`src/rtl/tmr_pkg.sv`:
```
package tmr_pkg;
  typedef enum logic [1:0] {
    MODE_13     = 2'b00,
    MODE_16     = 2'b01,
    MODE_RELOAD = 2'b10,
    MODE_SPLIT  = 2'b11
  } tmr_mode_e;

  localparam int NUM_CH = 2;
endpackage

```
`src/rtl/tmr_tick_gen.sv`:
```
module tmr_tick_gen #(
  parameter int CYC_DIV = 12
) (
  input  logic clk,
  input  logic rst,
  output logic tick
);
  localparam int CW = (CYC_DIV > 1) ? $clog2(CYC_DIV) : 1;
  localparam logic [CW-1:0] LAST = CW'(CYC_DIV - 1);

  logic [CW-1:0] cnt_q;

  always_ff @(posedge clk) begin
    if (rst) begin
      cnt_q <= '0;
      tick  <= 1'b0;
    end else begin
      tick  <= (cnt_q == LAST);
      cnt_q <= (cnt_q == LAST) ? '0 : cnt_q + CW'(1);
    end
  end
endmodule

```
`src/rtl/tmr_evt_sampler.sv`:
```
module tmr_evt_sampler (
  input  logic clk,
  input  logic rst,
  input  logic tick,
  input  logic pin,
  output logic evt
);
  logic smp_q;

  always_ff @(posedge clk) begin
    if (rst) begin
      smp_q <= 1'b0;
      evt   <= 1'b0;
    end else if (tick) begin
      smp_q <= pin;
      evt   <= smp_q & ~pin;
    end else begin
      evt   <= 1'b0;
    end
  end
endmodule

```
`src/rtl/tmr_count_core.sv`:
```
module tmr_count_core
  import tmr_pkg::*;
#(
  parameter int BYTE_W  = 8,
  parameter int PRESC_W = 5
) (
  input  logic              clk,
  input  logic              rst,
  input  tmr_mode_e         mode,
  input  logic              inc_main,
  input  logic              inc_hi,
  input  logic              wr_lo,
  input  logic              wr_hi,
  input  logic [BYTE_W-1:0] wr_data,
  output logic [BYTE_W-1:0] lo_q,
  output logic [BYTE_W-1:0] hi_q,
  output logic [1:0]        ovf_evt
);
  localparam int WIDE = 2 * BYTE_W + 1;

  logic [BYTE_W-1:0] lo_n, hi_n;
  logic [BYTE_W:0]   lo_sum, hi_sum;
  logic [WIDE-1:0]   wide_sum;
  logic              main_wr, split;

  always_comb begin
    lo_sum   = {1'b0, lo_q} + (BYTE_W + 1)'(1);
    hi_sum   = {1'b0, hi_q} + (BYTE_W + 1)'(1);
    wide_sum = {1'b0, hi_q, lo_q} + WIDE'(1);
    split    = (mode == MODE_SPLIT);
    main_wr  = split ? wr_lo : (wr_lo | wr_hi);
    lo_n     = lo_q;
    hi_n     = hi_q;
    ovf_evt  = '0;

    if (inc_main && !main_wr) begin
      unique case (mode)
        MODE_13: begin
          if (lo_q[PRESC_W-1:0] == '1) begin
            lo_n[PRESC_W-1:0]   = '0;
            {ovf_evt[0], hi_n}  = hi_sum;
          end else begin
            lo_n[PRESC_W-1:0] = lo_q[PRESC_W-1:0] + PRESC_W'(1);
          end
        end
        MODE_16: {ovf_evt[0], hi_n, lo_n} = wide_sum;
        MODE_RELOAD: begin
          if (lo_sum[BYTE_W]) begin
            lo_n       = hi_q;
            ovf_evt[0] = 1'b1;
          end else begin
            lo_n = lo_sum[BYTE_W-1:0];
          end
        end
        MODE_SPLIT: {ovf_evt[0], lo_n} = lo_sum;
      endcase
    end

    if (split && inc_hi && !wr_hi) {ovf_evt[1], hi_n} = hi_sum;

    if (wr_lo) lo_n = wr_data;
    if (wr_hi) hi_n = wr_data;
  end

  always_ff @(posedge clk) begin
    if (rst) begin
      lo_q <= '0;
      hi_q <= '0;
    end else begin
      lo_q <= lo_n;
      hi_q <= hi_n;
    end
  end
endmodule

```
`src/rtl/tmr_flag_unit.sv`:
```
module tmr_flag_unit (
  input  logic clk,
  input  logic rst,
  input  logic ovf_evt,
  input  logic sw_wr,
  input  logic sw_val,
  input  logic ack,
  output logic flag,
  output logic pulse
);
  always_ff @(posedge clk) begin
    if (rst) begin
      flag  <= 1'b0;
      pulse <= 1'b0;
    end else begin
      pulse <= ovf_evt;
      if (sw_wr)        flag <= sw_val;
      else if (ovf_evt) flag <= 1'b1;
      else if (ack)     flag <= 1'b0;
    end
  end
endmodule

```
`src/rtl/tmr_gated_timer.sv`:
```
module tmr_gated_timer
  import tmr_pkg::*;
#(
  parameter int BYTE_W  = 8,
  parameter int PRESC_W = 5,
  parameter int CYC_DIV = 12
) (
  input  logic              clk,
  input  logic              rst,
  input  logic              run_en,
  input  logic              gate_en,
  input  logic              gate_pin,
  input  logic              sel_event,
  input  logic              event_pin,
  input  logic [1:0]        mode,
  input  logic              run_hi,
  input  logic              wr_en,
  input  logic              wr_sel,
  input  logic [BYTE_W-1:0] wr_data,
  input  logic [1:0]        flag_wr_en,
  input  logic [1:0]        flag_wr_val,
  input  logic [1:0]        ack,
  output logic [BYTE_W-1:0] count_lo,
  output logic [BYTE_W-1:0] count_hi,
  output logic [1:0]        ovf_flag,
  output logic [1:0]        ovf_pulse
);
  logic       mc_tick, evt_tick, cnt_src, cnt_allow;
  logic [1:0] ovf_evt;
  tmr_mode_e  mode_e;

  assign mode_e    = tmr_mode_e'(mode);
  assign cnt_src   = sel_event ? evt_tick : mc_tick;
  assign cnt_allow = run_en & (~gate_en | gate_pin);

  tmr_tick_gen #(.CYC_DIV(CYC_DIV)) u_tick (
    .clk(clk), .rst(rst), .tick(mc_tick)
  );

  tmr_evt_sampler u_evt (
    .clk(clk), .rst(rst), .tick(mc_tick), .pin(event_pin), .evt(evt_tick)
  );

  tmr_count_core #(.BYTE_W(BYTE_W), .PRESC_W(PRESC_W)) u_core (
    .clk      (clk),
    .rst      (rst),
    .mode     (mode_e),
    .inc_main (cnt_allow & cnt_src),
    .inc_hi   (run_hi & mc_tick),
    .wr_lo    (wr_en & ~wr_sel),
    .wr_hi    (wr_en & wr_sel),
    .wr_data  (wr_data),
    .lo_q     (count_lo),
    .hi_q     (count_hi),
    .ovf_evt  (ovf_evt)
  );

  for (genvar k = 0; k < NUM_CH; k++) begin : g_flag
    tmr_flag_unit u_flag (
      .clk     (clk),
      .rst     (rst),
      .ovf_evt (ovf_evt[k]),
      .sw_wr   (flag_wr_en[k]),
      .sw_val  (flag_wr_val[k]),
      .ack     (ack[k]),
      .flag    (ovf_flag[k]),
      .pulse   (ovf_pulse[k])
    );
  end
endmodule

```
`config.mk`:
```
export PLATFORM = sky130hd
export DESIGN_NAME = tmr_gated_timer
export DESIGN_NICKNAME = d
export VERILOG_FILES = /design/src/rtl/tmr_pkg.sv /design/src/rtl/tmr_tick_gen.sv /design/src/rtl/tmr_evt_sampler.sv /design/src/rtl/tmr_count_core.sv /design/src/rtl/tmr_flag_unit.sv /design/src/rtl/tmr_gated_timer.sv
export SDC_FILE = /design/constraint.sdc
export NUM_CORES = 1
export LEC_CHECK = 0
export BUFFER_PORTS_ARGS = -buffer_cell sky130_fd_sc_hd__buf_4
export CELL_PAD_IN_SITES_DETAIL_PLACEMENT = 1
export CELL_PAD_IN_SITES_GLOBAL_PLACEMENT = 1
export CORE_MARGIN = 1
export CORE_UTILIZATION = 35
export DETAILED_ROUTE_END_ITERATION = 8
export PLACE_DENSITY_LB_ADDON = 0.1
export SKIP_CTS_REPAIR_TIMING = 1
export SYNTH_ARGS = -nofsm -noshare
export SYNTH_HDL_FRONTEND = slang
export SYNTH_SLANG_ARGS = --single-unit
```
`constraint.sdc`:
```
create_clock -name clk -period 2.4 [get_ports clk]
set_input_delay 0.12 -clock clk [delete_from_list [all_inputs] [get_ports clk]]
set_output_delay 0.12 -clock clk [all_outputs]
set_load 0.05 [all_outputs]
```
==> results of run 1 <==
-- logic make-up after synthesis --
family | count (synthesis) | synth area share, %
AND/OR/NAND/NOR | 90 | 28.14
AO/OA/AOI/OAI | 52 | 23.13
buffers and inverters | 28 | 7.123
flip-flops | 27 | 30.47
adder cells (fa/ha/maj) | 8 | 5.642
multiplexers | 7 | 4.020
XOR/XNOR | 3 | 1.481
-- per-stage QoR --
stage	std cells	hold WS (ns)	power [mW]
2_1_floorplan	215	0.1957	0.6559
6_report	324	0.008848	1.007
5_1_grt	324	0.005199	1.060
3_5_place_dp	320	0.2997	0.7566
3_3_place_gp	320	0.2977	0.7539
4_1_cts	324	-0.00006745	1.017
-- metal layers --
layer / vias up / global-route usage, % / routed length (um)
li1: 891 / - / -
met5: - / 0 / 0
met3: 4 / 2.348 / 164
met2: 34 / 33.02 / 2458
met1: 875 / 31.75 / 2709
met4: 0 / 6.536 / 46
-- cells in the final DEF, fill, tap and decap left out, types with 2 or more instances in the layout --
cell type and count:
or3_1 3, mux2i_1 6, dfxtp_2 2, nand3_1 11, or4_1 5, a21oi_1 5, nor3_1 8, nand2b_1 4
dfxtp_1 25, buf_4 53, a311oi_1 8, and4_1 2, o31ai_1 7, xnor2_1 2, clkbuf_8 3, a21o_1 2
nor3b_1 2, a2111oi_0 2, inv_1 13, nor2_1 26, ha_1 8, o22ai_1 2, and3_1 3, o21ai_0 6
a221oi_1 6, nand2_1 12, nor4_1 4, nor2b_1 2
-- flip-flops by register name, indices dropped and copies added (netlist names) --
| register | cells |
|---|---|
| u_core.hi_q | 8 |
| g_flag.u_flag.flag | 2 |
| u_evt.smp_q | 1 |
| u_tick.tick | 1 |
| u_core.lo_q | 8 |
| u_tick.cnt_q | 4 |
| g_flag.u_flag.pulse | 2 |
| u_evt.evt | 1 |
-- cell type report --
type,count,area (um^2)
clock buffers,3,41.29
clock inverters,1,5.005
fillers,601,2550
inverters,13,48.80
multi-input cells,160,1116
flip-flops and latches,27,543.0
well taps,67,83.83
repair buffers,53,397.9
-- worst register-to-register path, delay by kind of cell (launching register included) --
| family | cells | cell delay (ns) |
|---|---|---|
| fa+ha+maj | 2 | 0.36 |
| flops | 1 | 0.34 |
| simple gates | 3 | 0.95 |
| compound gates | 2 | 0.44 |
-- power by group through the flow --
stage / Combinational, mW / Sequential [mW] / Clock, mW
6_report: 0.247 / 0.500 / 0.260
3_3_place_gp: 0.244 / 0.510 / 0
5_1_grt: 0.265 / 0.505 / 0.291
4_1_cts: 0.247 / 0.500 / 0.269
2_1_floorplan: 0.0960 / 0.560 / 0
3_5_place_dp: 0.247 / 0.510 / 0
-- final timing paths --
check	startpoint	slack (ns)	endpoint	cells after the start
worst max-delay path	u_core.lo_q[1]$_SDFFE_PP0P_	0.22	u_core.hi_q[4]$_SDFFE_PP0P_	7
worst min-delay path	event_pin	0.009	u_evt.evt$_SDFF_PP0_	2
worst max register to register	u_core.lo_q[1]$_SDFFE_PP0P_	0.22	u_core.hi_q[4]$_SDFFE_PP0P_	7
worst min register to register	u_tick.cnt_q[0]$_SDFF_PP0_	0.46	u_tick.cnt_q[0]$_SDFF_PP0_	1
==> results.cfg, run 1 <==
[clock_network]
h-tree-depth = 1
cts_buffer_depth = 2
numCtsBuffers = 3
cts_tree = built
cts_sinks = 27
root_buffer = clkbuf_8
clk_latency_ns = 0.27
clk_pin_slew_ns = 0.09

[timing]
finalSetupTns_ns = 0
period_minus_slack_ns = 2.177
min_period_over_period_pct = 90.69
rsz0062_at_grt = no
tightest_slew_ns = 0.7166
fmax_ghz = 0.4594
hold_viol = 0
fin_ws_ns = 0.2233
max_slew_margin_pct = 52.18
finClkSkew_ns = 0.002076
final_max_slew_viol_count = 0
finalSetupViolCount = 0

[power_and_ir_drop]
switching_share_pct = 32.30
power_leakage_nw = 0.8951
power.density_nw_per_um2 = 450.2
p_clk_share_pct = 25.8
p_int_mw = 0.6815
p_seq_share_pct = 49.7
ir_drop_v = 0.0002114
power_frac_comb_pct = 24.5
p_sw_mw = 0.3251

[layout]
fin_nets = 292
design_area_um2 = 2236
final_util_pct = 46.72
areaGrowthSynthToFinish_pct = 26.02
drive_above_1_share_pct = 26.46
n_antenna_cell = 0

[detailed_routing]
wl_per_cell_um = 16.60
dr.pass1.iters = 4
routed_wl_um = 5379
avgViaCountPerCell = 5.568
drc = 0
drtAntennaViolNets = 0
vias = 1804
drt_iter0_markers = 66

[floorplan]
die_h_um = 73.20
start_util_pct = 37.07
rows = 25
ioPinCount = 46
coreArea_um2 = 4786
die_w_um = 73.20
dieArea_um2 = 5358

[setup_path]
worstSetupPathType = reg2reg
slowest_stage = or4_1
slowest_delay_ns = 0.54
cp_common_cell = ha_1
critPathArrivalTime_ns = 2.36
crit_fanout = 12
crit_path_end_kind = flop
crit_path_cell_trace = ha_1, and3_1, ha_1, nand2b_1, o211ai_4, or4_1, a311oi_1
crit_required_ns = 2.59
crit_buf_inv = 0
path_delay_family = simple AND/OR/NAND/NOR gates
startpoint_type = flop

[logic_synthesis]
synth_edf_count = 0
synth_cell_type_count = 53
synthesis.area_um2 = 1774
syn_area_per_cell_um2 = 8.252
async_flop_share_pct = 0
synth_area_leaders = dfxtp_1, ha_1, nor2_1
ys.warnings.count = 0
yosysSeqAreaShare_pct = 30.47
postSynthCellCount = 215
synthFlopType = dfxtp_1
syn-num-nets = 249
synthMostInstantiatedCell = dfxtp_1
yosys.area.top_type = dfxtp_1
synthDominantCellAreaShare_pct = 30.47
ys_top_cells_by_count = dfxtp_1, nor2_1, inv_1, nand2_1, nand3_1
synth_seq_cells = 27

[placed_design]
hpwl_um = 4155
placed_cell_area_um2 = 2181
preCtsSetupSlack_ns = 0.1713
gp_congestion = 0.7912
io_buffers = 45

[grt]
grt_max_degree = 29
antenna_found_initial = 0
overflow = 0
grt_first_pass_wirelength_um = 8825
groute.usage.overall_pct = 21.63
first_global_vias = 1783

[min_path]
worst_hold_path_type = in2reg

[job]
drv_cap = 0

[status]
outcome = finished, final reports clean
Note: power is estimated with default switching activity, not from simulation.
==> run 2: changes to the inputs <==
Clock period 2.4 ns to 1.85 ns, I/O delays scaled along.
==> run 2 against run 1 <==
Register-to-register slack got worse by 0.34 ns; critical path type unchanged; clock power up 40%; cell count is 10% higher; hold slack worse by 0.0095 ns; highest routed layer unchanged; via count rose by 9.5%; global-route usage rose by 1.7 points; first-iteration DRC count rose by 21%; the flow now finishes with violations (hold timing, setup timing).
==> results.cfg, run 2 (synthesis results as in run 1) <==
[layout]
n_antenna_cell = 0
final_util_pct = 54.61
drive_above_1_share_pct = 42.41
areaGrowthSynthToFinish_pct = 47.32
mostFrequentLayoutCell = buf_4
finalNonFillerCells = 357
fin_nets = 325
final_cell_mix = buf_4, nor2_1, dfxtp_1
top_regs = u_core.hi_q (8), u_core.lo_q (8), u_tick.cnt_q (4)

[timing]
fmax_ghz = 0.5096
period_minus_slack_ns = 1.962
rsz0062_at_grt = yes
tightest_slew_ns = 0.6073
min_period_over_period_pct = 106.1
final_max_slew_viol_count = 0
finalSetupViolCount = 5
holdWs_ns = -0.0006868
max_slew_margin_pct = 59.42
hold_viol = 1
fin_ws_ns = -0.1125
finClkSkew_ns = 0.006166
finalSetupTns_ns = -0.2689

[status]
failed_checks = hold timing, setup timing
outcome = complete, but fails checks

[setup_path]
slowest_delay_ns = 0.48
crit_path_cell_trace = ha_4, and3_4, ha_4, nand2b_4, o211ai_4, or4_1, a311oi_1
crit_path_end_kind = flop
critPathArrivalTime_ns = 2.15
crit_fanout = 5
r2r-end = u_core.hi_q[4]$_SDFFE_PP0P_
r2r_start = u_core.lo_q[1]$_SDFFE_PP0P_
worstSetupPathType = reg2reg
crit_required_ns = 2.04
rr_worst_depth = 7
cp_common_cell = ha_4
startpoint_type = flop
slowest_stage = or4_1
r2r_slack_ns = -0.11

[floorplan]
die_w_um = 73.20
coreArea_um2 = 4786
ioPinCount = 46
start_util_pct = 37.07
rows = 25
dieArea_um2 = 5358
die_h_um = 73.20

[min_path]
min_to = g_flag[0].u_flag.flag$_SDFFE_PP0P_
holdPathStages = 2
hp-start = flag_wr_en[0]
worst_hold_path_type = in2reg

[clock_network]
cts_tree = built
clk_latency_ns = 0.28
root_buffer = clkbuf_8
numCtsBuffers = 3
cts_sinks = 27
h-tree-depth = 1
cts_buffer_depth = 2
clk_pin_slew_ns = 0.10

[grt]
antenna_found_initial = 0
overflow = 0
grt_max_degree = 29
groute.usage.overall_pct = 23.30
first_global_vias = 1924
grt_first_pass_wirelength_um = 9556

[detailed_routing]
drc = 0
vias = 1975
wl_per_cell_um = 17.09
routed_wl_um = 6102
avgViaCountPerCell = 5.532
drt_iter0_markers = 80
dr.pass1.iters = 4
drtAntennaViolNets = 0

[job]
drv_cap = 0

[placed_design]
dp_cells = 348
io_buffers = 45
hpwl_um = 4512
preCtsSetupSlack_ns = -0.09935
gp_congestion = 0.8320

[power_and_ir_drop]
power_leakage_nw = 1.064
power.density_nw_per_um2 = 532.4
ir_drop_v = 0.0002546
-- run 2: cell types whose count changed in the layout (fill, tap and decap cells not counted), moves of 2 or more --
cell,delta
a311oi_2,+3
dfxtp_1,-9
a221oi_1,-2
a311oi_1,-3
dfxtp_2,+5
a221oi_2,+2
buf_4,+31
dfxtp_4,+4
ha_1,-2
ha_4,+2
-- run 2: final cells by class --
class | instances | area, um^2
timing repair buffer | 85 | 640.6
clock inverter | 1 | 7.507
sequential | 27 | 564.3
clock buffer | 3 | 41.29
tap | 67 | 83.83
fill | 590 | 2172
inverter | 13 | 48.80
multi-input combinational | 161 | 1227
-- run 2: metrics by stage --
stage               area, um^2  power (mW)
CTS                       2506       1.381
global route              2614       1.459
finish                    2614       1.391
floorplan                 1852      0.8562
global placement          2457       1.016
detailed placement        2457       1.023
-- run 2: routing by layer --
| metal | up-vias | track usage [%] | part of all wire (%) |
|---|---|---|---|
| met3 | 8 | 2.210 | 3.4 |
| met1 | 974 | 33.39 | 48 |
| met5 | - | 0 | 0 |
| met2 | 36 | 37.04 | 47 |
| met4 | 0 | 6.536 | 1.4 |
| li1 | 957 | - | - |
-- run 2: power breakdown --
part | switching [mW] | total [mW] | internal [mW] | leakage [nW]
logic | 0.231 | 0.390 | 0.159 | 0.816
clock network | 0.210 | 0.364 | 0.154 | 0.0217
registers | 0.0285 | 0.637 | 0.609 | 0.227
total | 0.470 | 1.39 | 0.922 | 1.06
-- run 2: worst max path at each step --
| stage | end | slack [ns] | start |
|---|---|---|---|
| floorplan | u_core.hi_q[4]$_SDFFE_PP0P_ | -0.19 | u_core.lo_q[1]$_SDFFE_PP0P_ |
| global placement | u_core.hi_q[4]$_SDFFE_PP0P_ | -0.02 | u_core.lo_q[1]$_SDFFE_PP0P_ |
| detailed placement | u_core.hi_q[4]$_SDFFE_PP0P_ | -0.1 | u_core.lo_q[1]$_SDFFE_PP0P_ |
| CTS | u_core.hi_q[4]$_SDFFE_PP0P_ | -0.12 | u_tick.tick$_SDFF_PP0_ |
| global route | u_core.hi_q[4]$_SDFFE_PP0P_ | -0.14 | u_core.lo_q[1]$_SDFFE_PP0P_ |
| finish | u_core.hi_q[4]$_SDFFE_PP0P_ | -0.11 | u_core.lo_q[1]$_SDFFE_PP0P_ |
-- run 2: critical path, delay by kind of cell, from the launching register on --
kind	cells	cell delay (ns)
and+or+nand+nor	3	0.82
AOI/OAI and AO/OA	2	0.42
DFF	1	0.37
adders and majority gates	2	0.24
